<file path="src/rtl/hwloop_pkg.sv">
// Shared types for the hardware loop controller.
package hwloop_pkg;
    // Kind of program-counter step chosen for the next fetch.
    typedef enum logic [1:0] {
        PC_SEQ  = 2'd0,
        PC_HOLD = 2'd1,
        PC_LOOP = 2'd2
    } pc_sel_e;
endpackage

</file>
<file path="src/rtl/hwloop_rep_unit.sv">
// Single-instruction repeat engine.
// Loads a count when a repeat command issues while idle, then requests the
// PC be held while iterations remain. Assumes the repeated instruction is the
// one issued right after the command. Nothing moves while issue is low.
module hwloop_rep_unit #(
    parameter int CNT_W = 14
) (
    input  logic             clk,
    input  logic             rst_n,
    input  logic             issue,
    input  logic             setup,
    input  logic [CNT_W-1:0] count_in,
    output logic             active,
    output logic             hold
);
    logic [CNT_W-1:0] cnt;

    // Count register and busy flag: load on setup, count down, clear on last pass.
    always_ff @(posedge clk) begin
        if (!rst_n) begin
            active <= 1'b0;
            cnt    <= '0;
        end else if (issue) begin
            if (!active && setup) begin
                active <= 1'b1;
                cnt    <= count_in;
            end else if (active) begin
                if (cnt != '0) cnt <= cnt - 1'b1;
                else           active <= 1'b0;
            end
        end
    end

    // Hold request: iterations remain beyond the current one.
    always_comb hold = active && (cnt != '0);

    AST_REP_HOLD_DECREMENTS: assert property (@(posedge clk) disable iff (!rst_n)
        (issue && hold) |=> (cnt == $past(cnt) - 1'b1));
    AST_REP_SETUP_IGNORED: assert property (@(posedge clk) disable iff (!rst_n)
        (issue && hold && setup) |=> (active && cnt == $past(cnt) - 1'b1));
    AST_REP_STALL_FROZEN: assert property (@(posedge clk) disable iff (!rst_n)
        !issue |=> ($stable(cnt) && $stable(active)));
endmodule

</file>
<file path="src/rtl/hwloop_blk_unit.sv">
// Multi-instruction block-loop engine.
// Stores the start (address after the command), last address and count.
// When the last address issues, with no repeat draining and passes left, it
// requests a loop-back and counts down in that cycle. Assumes the body has
// at least one instruction.
module hwloop_blk_unit #(
    parameter int PC_W  = 16,
    parameter int CNT_W = 14
) (
    input  logic             clk,
    input  logic             rst_n,
    input  logic [PC_W-1:0]  pc,
    input  logic             issue,
    input  logic             setup,
    input  logic [CNT_W-1:0] count_in,
    input  logic [PC_W-1:0]  last_in,
    input  logic             rep_hold,
    output logic             active,
    output logic             jump,
    output logic [PC_W-1:0]  start_pc
);
    logic [CNT_W-1:0] cnt;
    logic [PC_W-1:0]  last_r;
    logic             at_end;

    // End-of-body detection, deferred while a repeat still holds the PC.
    always_comb begin
        at_end = active && issue && !rep_hold && (pc == last_r);
        jump   = at_end && (cnt != '0);
    end

    // Loop registers: load on setup when idle, count down on loop-back, clear at exit.
    always_ff @(posedge clk) begin
        if (!rst_n) begin
            active   <= 1'b0;
            cnt      <= '0;
            last_r   <= '0;
            start_pc <= '0;
        end else if (issue && setup && !active) begin
            active   <= 1'b1;
            cnt      <= count_in;
            last_r   <= last_in;
            start_pc <= pc + 1'b1;
        end else if (jump) begin
            cnt <= cnt - 1'b1;
        end else if (at_end) begin
            active <= 1'b0;
        end
    end

    AST_BLK_LOOP_DECREMENTS: assert property (@(posedge clk) disable iff (!rst_n)
        jump |=> (cnt == $past(cnt) - 1'b1));
    AST_BLK_REPEAT_FIRST: assert property (@(posedge clk) disable iff (!rst_n)
        rep_hold |-> !jump);
    AST_BLK_SETUP_IGNORED: assert property (@(posedge clk) disable iff (!rst_n)
        (active && setup) |=> ($stable(start_pc) && $stable(last_r)));
endmodule

</file>
<file path="src/rtl/hwloop_pc_mux.sv">
// Next-PC selector. Priority: stall, repeat hold, block loop-back, sequential.
// Assumes each request input is already qualified by its engine.
module hwloop_pc_mux
    import hwloop_pkg::*;
#(
    parameter int PC_W = 16
) (
    input  logic            clk,
    input  logic            rst_n,
    input  logic [PC_W-1:0] pc,
    input  logic            issue,
    input  logic            rep_hold,
    input  logic            blk_jump,
    input  logic [PC_W-1:0] loop_start,
    output logic [PC_W-1:0] next_pc,
    output pc_sel_e         sel
);
    // Priority select of the next fetch address.
    always_comb begin
        if (!issue || rep_hold) begin
            sel     = PC_HOLD;
            next_pc = pc;
        end else if (blk_jump) begin
            sel     = PC_LOOP;
            next_pc = loop_start;
        end else begin
            sel     = PC_SEQ;
            next_pc = pc + 1'b1;
        end
    end

    AST_MUX_SEQ_STEP: assert property (@(posedge clk) disable iff (!rst_n)
        (sel == PC_SEQ) |-> (issue && next_pc == pc + 1'b1));
    AST_MUX_HOLD_PRIORITY: assert property (@(posedge clk) disable iff (!rst_n)
        (issue && rep_hold) |-> (sel == PC_HOLD));
endmodule

</file>
<file path="src/rtl/hwloop_ctrl.sv">
// Zero-overhead hardware loop controller (top).
// Joins the repeat engine, the block-loop engine and the next-PC selector.
// One level of each loop type. The repeat engine's hold request gates the
// block engine's end-of-body check, so a repeat drains first.
module hwloop_ctrl
    import hwloop_pkg::*;
#(
    parameter int PC_W  = 16,
    parameter int CNT_W = 14
) (
    input  logic             clk,
    input  logic             rst_n,
    input  logic [PC_W-1:0]  pc,
    input  logic             issue,
    input  logic             rep_setup,
    input  logic [CNT_W-1:0] rep_count,
    input  logic             blk_setup,
    input  logic [CNT_W-1:0] blk_count,
    input  logic [PC_W-1:0]  blk_last,
    output logic [PC_W-1:0]  next_pc,
    output logic [1:0]       pc_sel,
    output logic             rep_busy,
    output logic             blk_busy
);
    logic            rep_hold;
    logic            blk_jump;
    logic [PC_W-1:0] loop_start;
    pc_sel_e         sel;

    hwloop_rep_unit #(.CNT_W(CNT_W)) u_rep (
        .clk      (clk),
        .rst_n    (rst_n),
        .issue    (issue),
        .setup    (rep_setup),
        .count_in (rep_count),
        .active   (rep_busy),
        .hold     (rep_hold)
    );

    hwloop_blk_unit #(.PC_W(PC_W), .CNT_W(CNT_W)) u_blk (
        .clk      (clk),
        .rst_n    (rst_n),
        .pc       (pc),
        .issue    (issue),
        .setup    (blk_setup),
        .count_in (blk_count),
        .last_in  (blk_last),
        .rep_hold (rep_hold),
        .active   (blk_busy),
        .jump     (blk_jump),
        .start_pc (loop_start)
    );

    hwloop_pc_mux #(.PC_W(PC_W)) u_mux (
        .clk        (clk),
        .rst_n      (rst_n),
        .pc         (pc),
        .issue      (issue),
        .rep_hold   (rep_hold),
        .blk_jump   (blk_jump),
        .loop_start (loop_start),
        .next_pc    (next_pc),
        .sel        (sel)
    );

    // Expose the step kind as a plain vector.
    always_comb pc_sel = sel;

    AST_TOP_STALL_HOLDS: assert property (@(posedge clk) disable iff (!rst_n)
        !issue |-> (next_pc == pc && pc_sel == 2'd1));
    AST_TOP_BUSY_RISE: assert property (@(posedge clk) disable iff (!rst_n)
        $rose(rep_busy) |-> $past(rep_setup && issue));
endmodule

</file>
<file path="config.mk">
export PLATFORM = sky130hd
export DESIGN_NAME = hwloop_ctrl
export DESIGN_NICKNAME = d
export VERILOG_FILES = /design/src/rtl/hwloop_pkg.sv /design/src/rtl/hwloop_rep_unit.sv /design/src/rtl/hwloop_blk_unit.sv /design/src/rtl/hwloop_pc_mux.sv /design/src/rtl/hwloop_ctrl.sv
export SDC_FILE = /design/constraint.sdc
export NUM_CORES = 1
export LEC_CHECK = 0
export CAP_MARGIN = 20
export CORE_MARGIN = 2
export CORE_UTILIZATION = 47
export CTS_CLUSTER_DIAMETER = 60
export DETAILED_ROUTE_END_ITERATION = 6
export MAX_ROUTING_LAYER = met4
export PLACE_DENSITY = 0.85
export SLEW_MARGIN = 10
export SYNTH_ARGS = -nofsm -noshare
export SYNTH_HDL_FRONTEND = slang
export SYNTH_HIERARCHICAL = 1
export SYNTH_SLANG_ARGS = --single-unit
</file>
<file path="constraint.sdc">
create_clock -name clk -period 3.02 [get_ports clk]
set_input_delay 0.302 -clock clk [delete_from_list [all_inputs] [get_ports clk]]
set_output_delay 0.302 -clock clk [all_outputs]
set_load 0.1 [all_outputs]
</file>
==> flow_metrics.env <==
export IMPL_final_area_sq_um=6200
export IMPL_ys_ff_latch=62
export IMPL_async_reset_ff_frac=0
export IMPL_worst_hold_path_type="reg2reg"
export IMPL_critPathBufInv=3
export IMPL_intPower_uw=1710
export IMPL_gp_congestion=0.956
export IMPL_violations="negative setup slack"
export IMPL_final_common_cell="nand2_1"
export IMPL_cts_tree="yes"
export IMPL_path_cells="inv_2 -> ha_4 -> nor4b_4 -> nand4_1 -> and2_4 -> nor3_4 -> nand4_4 -> nor2_4 -> clkinvlp_4 -> or3_1 -> o21ai_2 -> a211oi_4 -> buf_12"
export IMPL_avgSynthCellArea_sq_um=7.56
export IMPL_crit_slowest_cell="or3_1"
export IMPL_core_sq_um=8720
export IMPL_r2r_end="u_blk/cnt[8]$_SDFFE_PN0P_"
export IMPL_synth_edf_count=0
export IMPL_worstMarginPinSlew_ns=0.922
export IMPL_syn_num_nets=631
export IMPL_overflow=0
export IMPL_clk_pin_slew_worst_paths_ns=0.07
export IMPL_timing_fmax_mhz=306
export IMPL_ant_nets=0
export IMPL_hold_buffers=0
export IMPL_clockPowerShare=0.274
export IMPL_regToRegStartpoint="u_rep/cnt[0]$_SDFFE_PN0P_"
export IMPL_hold_depth=2
export IMPL_critPathKind="reg2out"
export IMPL_status="complete, but fails checks"
export IMPL_ctsLongestPathBuffers=2
export IMPL_drv_cap=0
export IMPL_antenna_found_initial=0
export IMPL_area_growth_syn_to_layout_pct=46.1
export IMPL_grt_pass1_vias=4563
export IMPL_setup_viol=16
export IMPL_path_delay_family="simple AND/OR/NAND/NOR gates"
export IMPL_power_density_nw_per_um2=430
export IMPL_p_leak_uw=0.00226
export IMPL_finalClockSkew_ns=0.0113
export IMPL_routed_wl_um=14000
export IMPL_die_h_um=99.1
export IMPL_crit_path_start_kind="flop"
export IMPL_diodes=0
export IMPL_finalPower_uw=2660
export IMPL_min_from="u_blk/start_pc[1]$_SDFFE_PN0P_"
export IMPL_io_buffers=84
export IMPL_hold_violations=0
export IMPL_cts_buffers=9
export IMPL_max_stage_delay_ns=0.40
export IMPL_yosysUniqueCellTypes=65
export IMPL_crit_arrival_ns=2.97
export IMPL_period_minus_slack_ns=3.27
export IMPL_crit_fanout=8
export IMPL_cts_root_buf="clkbuf_8"
export IMPL_synth_area_sq_um=4250
export IMPL_place_inst=751
export IMPL_cts_sinks=62
export IMPL_final_cells=784
export IMPL_postSynthCellCount=562
export IMPL_setup_tns_ns=-2.49
export IMPL_viasPerCell=6.16
export IMPL_seq_area_frac_synth=0.292
export IMPL_rows=34
export IMPL_grt_pass1_wl_um=22000
export IMPL_crit_required_ns=2.72
export IMPL_fin_nets=741
export IMPL_post_drt_wl_per_cell_um=17.8
export IMPL_slew_headroom=0.386
export IMPL_finalCritPeriodShare=1.08
export IMPL_ys_flop_type="dfxtp_1"
export IMPL_net_switching_power_uw=958
export IMPL_track_usage=0.286
export IMPL_reg2reg_slack_ns=0.15
export IMPL_pin_count=85
export IMPL_slew_viol_final=0
export IMPL_die_w_um=99.1
export IMPL_htree_num_levels=3
export IMPL_dieArea_sq_um=9810
export IMPL_vias=4833
export IMPL_end_kind="primary output"
export IMPL_fillCellCount=675
export IMPL_vdd_ir_drop_max_v=0.000254
export IMPL_sw_frac_of_total=0.360
export IMPL_clk_latency_ns=0.34
export IMPL_fin_ws_ns=-0.250
export IMPL_drive_above_1_share=0.237
export IMPL_mostFrequentLayoutCells="nand2_1, clkdlybuf4s50_1, dfxtp_1"
export IMPL_fin_util=0.711
export IMPL_start_util=0.487
export IMPL_placed_cell_area_sq_um=5740
export IMPL_reg2regPathDepth=13
export IMPL_dr_pass1_iters=4
export IMPL_drtIter0Drc=275
export IMPL_rsz0062_at_grt="true"
export IMPL_hold_end="u_blk/start_pc[1]$_SDFFE_PN0P_"
export IMPL_grt_max_degree=31
export IMPL_combPwrFrac=0.374
export IMPL_drcViolationCount=0
export IMPL_hpwl_um=9870
export IMPL_synth_warnings=6
export IMPL_p_seq_frac=0.352
export IMPL_startpoint="u_rep/cnt[0]$_SDFFE_PN0P_"
cell type report:
cell class              count  area [sq um]  share of cell area
inverters                  15          60.1             0.00968
clock buffers              12           145              0.0234
multi-input cells         443          3110               0.502
flip-flops and latches     62          1250               0.201
repair buffers            141          1460               0.235
clock inverters             3          45.0             0.00726
well taps                 108           135              0.0218
power by group through the flow:
stage | sequential (uW) | combinational [uW] | clock [uW]
after floorplan | 948 | 588 | 0
after global placement | 949 | 912 | 0
after detailed placement | 951 | 930 | 0
after CTS | 934 | 958 | 745
after global routing | 943 | 1060 | 776
final | 937 | 997 | 730
tightest hold or removal path, cell delays in order (launching register included):
cell	delay (ns)
dfxtp_1	0.32
nand2_1	0.05
a21oi_1	0.05
cell usage after synthesis, types with 3 or more instances:
cell type | count | share of area
nand2_1 | 78 | 0.069
dfxtp_1 | 62 | 0.29
a21oi_1 | 42 | 0.049
nor2_1 | 37 | 0.033
nand3_1 | 30 | 0.035
clkbuf_1 | 23 | 0.020
nor3_1 | 23 | 0.027
xor2_1 | 21 | 0.043
o21ai_0 | 17 | 0.020
a211oi_1 | 15 | 0.027
a31oi_1 | 15 | 0.022
inv_1 | 14 | 0.012
xnor2_1 | 13 | 0.027
buf_2 | 12 | 0.014
o31ai_1 | 12 | 0.021
and3_1 | 7 | 0.010
mux2i_1 | 7 | 0.017
nand4_1 | 7 | 0.010
nor2b_1 | 7 | 0.010
nor4_1 | 7 | 0.010
nor3b_1 | 6 | 0.011
nor4_2 | 6 | 0.018
o211ai_1 | 6 | 0.011
o311ai_0 | 6 | 0.012
nand2b_1 | 5 | 0.0074
or4_1 | 5 | 0.0088
a32oi_1 | 4 | 0.0082
and4_1 | 4 | 0.0082
buf_1 | 4 | 0.0035
ha_1 | 4 | 0.012
o31a_1 | 4 | 0.0082
o32ai_1 | 4 | 0.0082
and2_1 | 3 | 0.0044
o21a_1 | 3 | 0.0053
o21ai_1 | 3 | 0.0035
o22ai_1 | 3 | 0.0044
or2_2 | 3 | 0.0044
or3_1 | 3 | 0.0044
cells by family (layout without fill, tap and decap cells):
group	after synthesis	in the layout	synth area share
XOR/XNOR	34	34	0.0701
AND/OR/NAND/NOR	243	243	0.306
buffers and inverters	57	171	0.0575
AO/OA/AOI/OAI	154	154	0.243
flip-flops	62	62	0.292
adder cells (fa/ha/maj)	4	4	0.0118
multiplexers	8	8	0.0192
sequential cells by signal, summed over array words and instances (netlist names):
| name | count |
|---|---|
| u_blk/active | 1 |
| u_blk/cnt | 14 |
| u_blk/last_r | 16 |
| u_blk/start_pc | 16 |
| u_rep/active | 1 |
| u_rep/cnt | 14 |
worst max path at each step:
stage / to / depth (start not counted) / slack [ns]
after floorplan: next_pc[8] / 14 / -0.27
after global placement: next_pc[15] / 11 / 0.17
after detailed placement: next_pc[15] / 11 / 0.11
after CTS: next_pc[11] / 13 / -0.17
after global routing: next_pc[11] / 13 / -0.40
final: next_pc[11] / 13 / -0.25
per-stage QoR:
stage / hold slack, ns / worst slack, ns
floorplan: 0.398 / -0.271
global placement: 0.444 / 0.168
detailed placement: 0.451 / 0.113
CTS: 0.471 / -0.170
global route: 0.490 / -0.396
finish: 0.471 / -0.250
metal layers:
layer / global-route usage / vias to the layer above / share of wire
met5: - / - / 0
met3: 0.0426 / 33 / 0.070
met2: 0.465 / 233 / 0.49
li1: - / 2301 / -
met1: 0.363 / 2266 / 0.41
met4: 0.101 / 0 / 0.024
timing repair:
| action | CTS | global route |
|---|---|---|
| setup buffers | 12 | 6 |
| cloned | 0 | 0 |
| gates resized for setup | 22 | 13 |
| setup endpoints to repair | 16 | 17 |
| pin swaps | 12 | 6 |
Power figures use the tool's default switching activity.
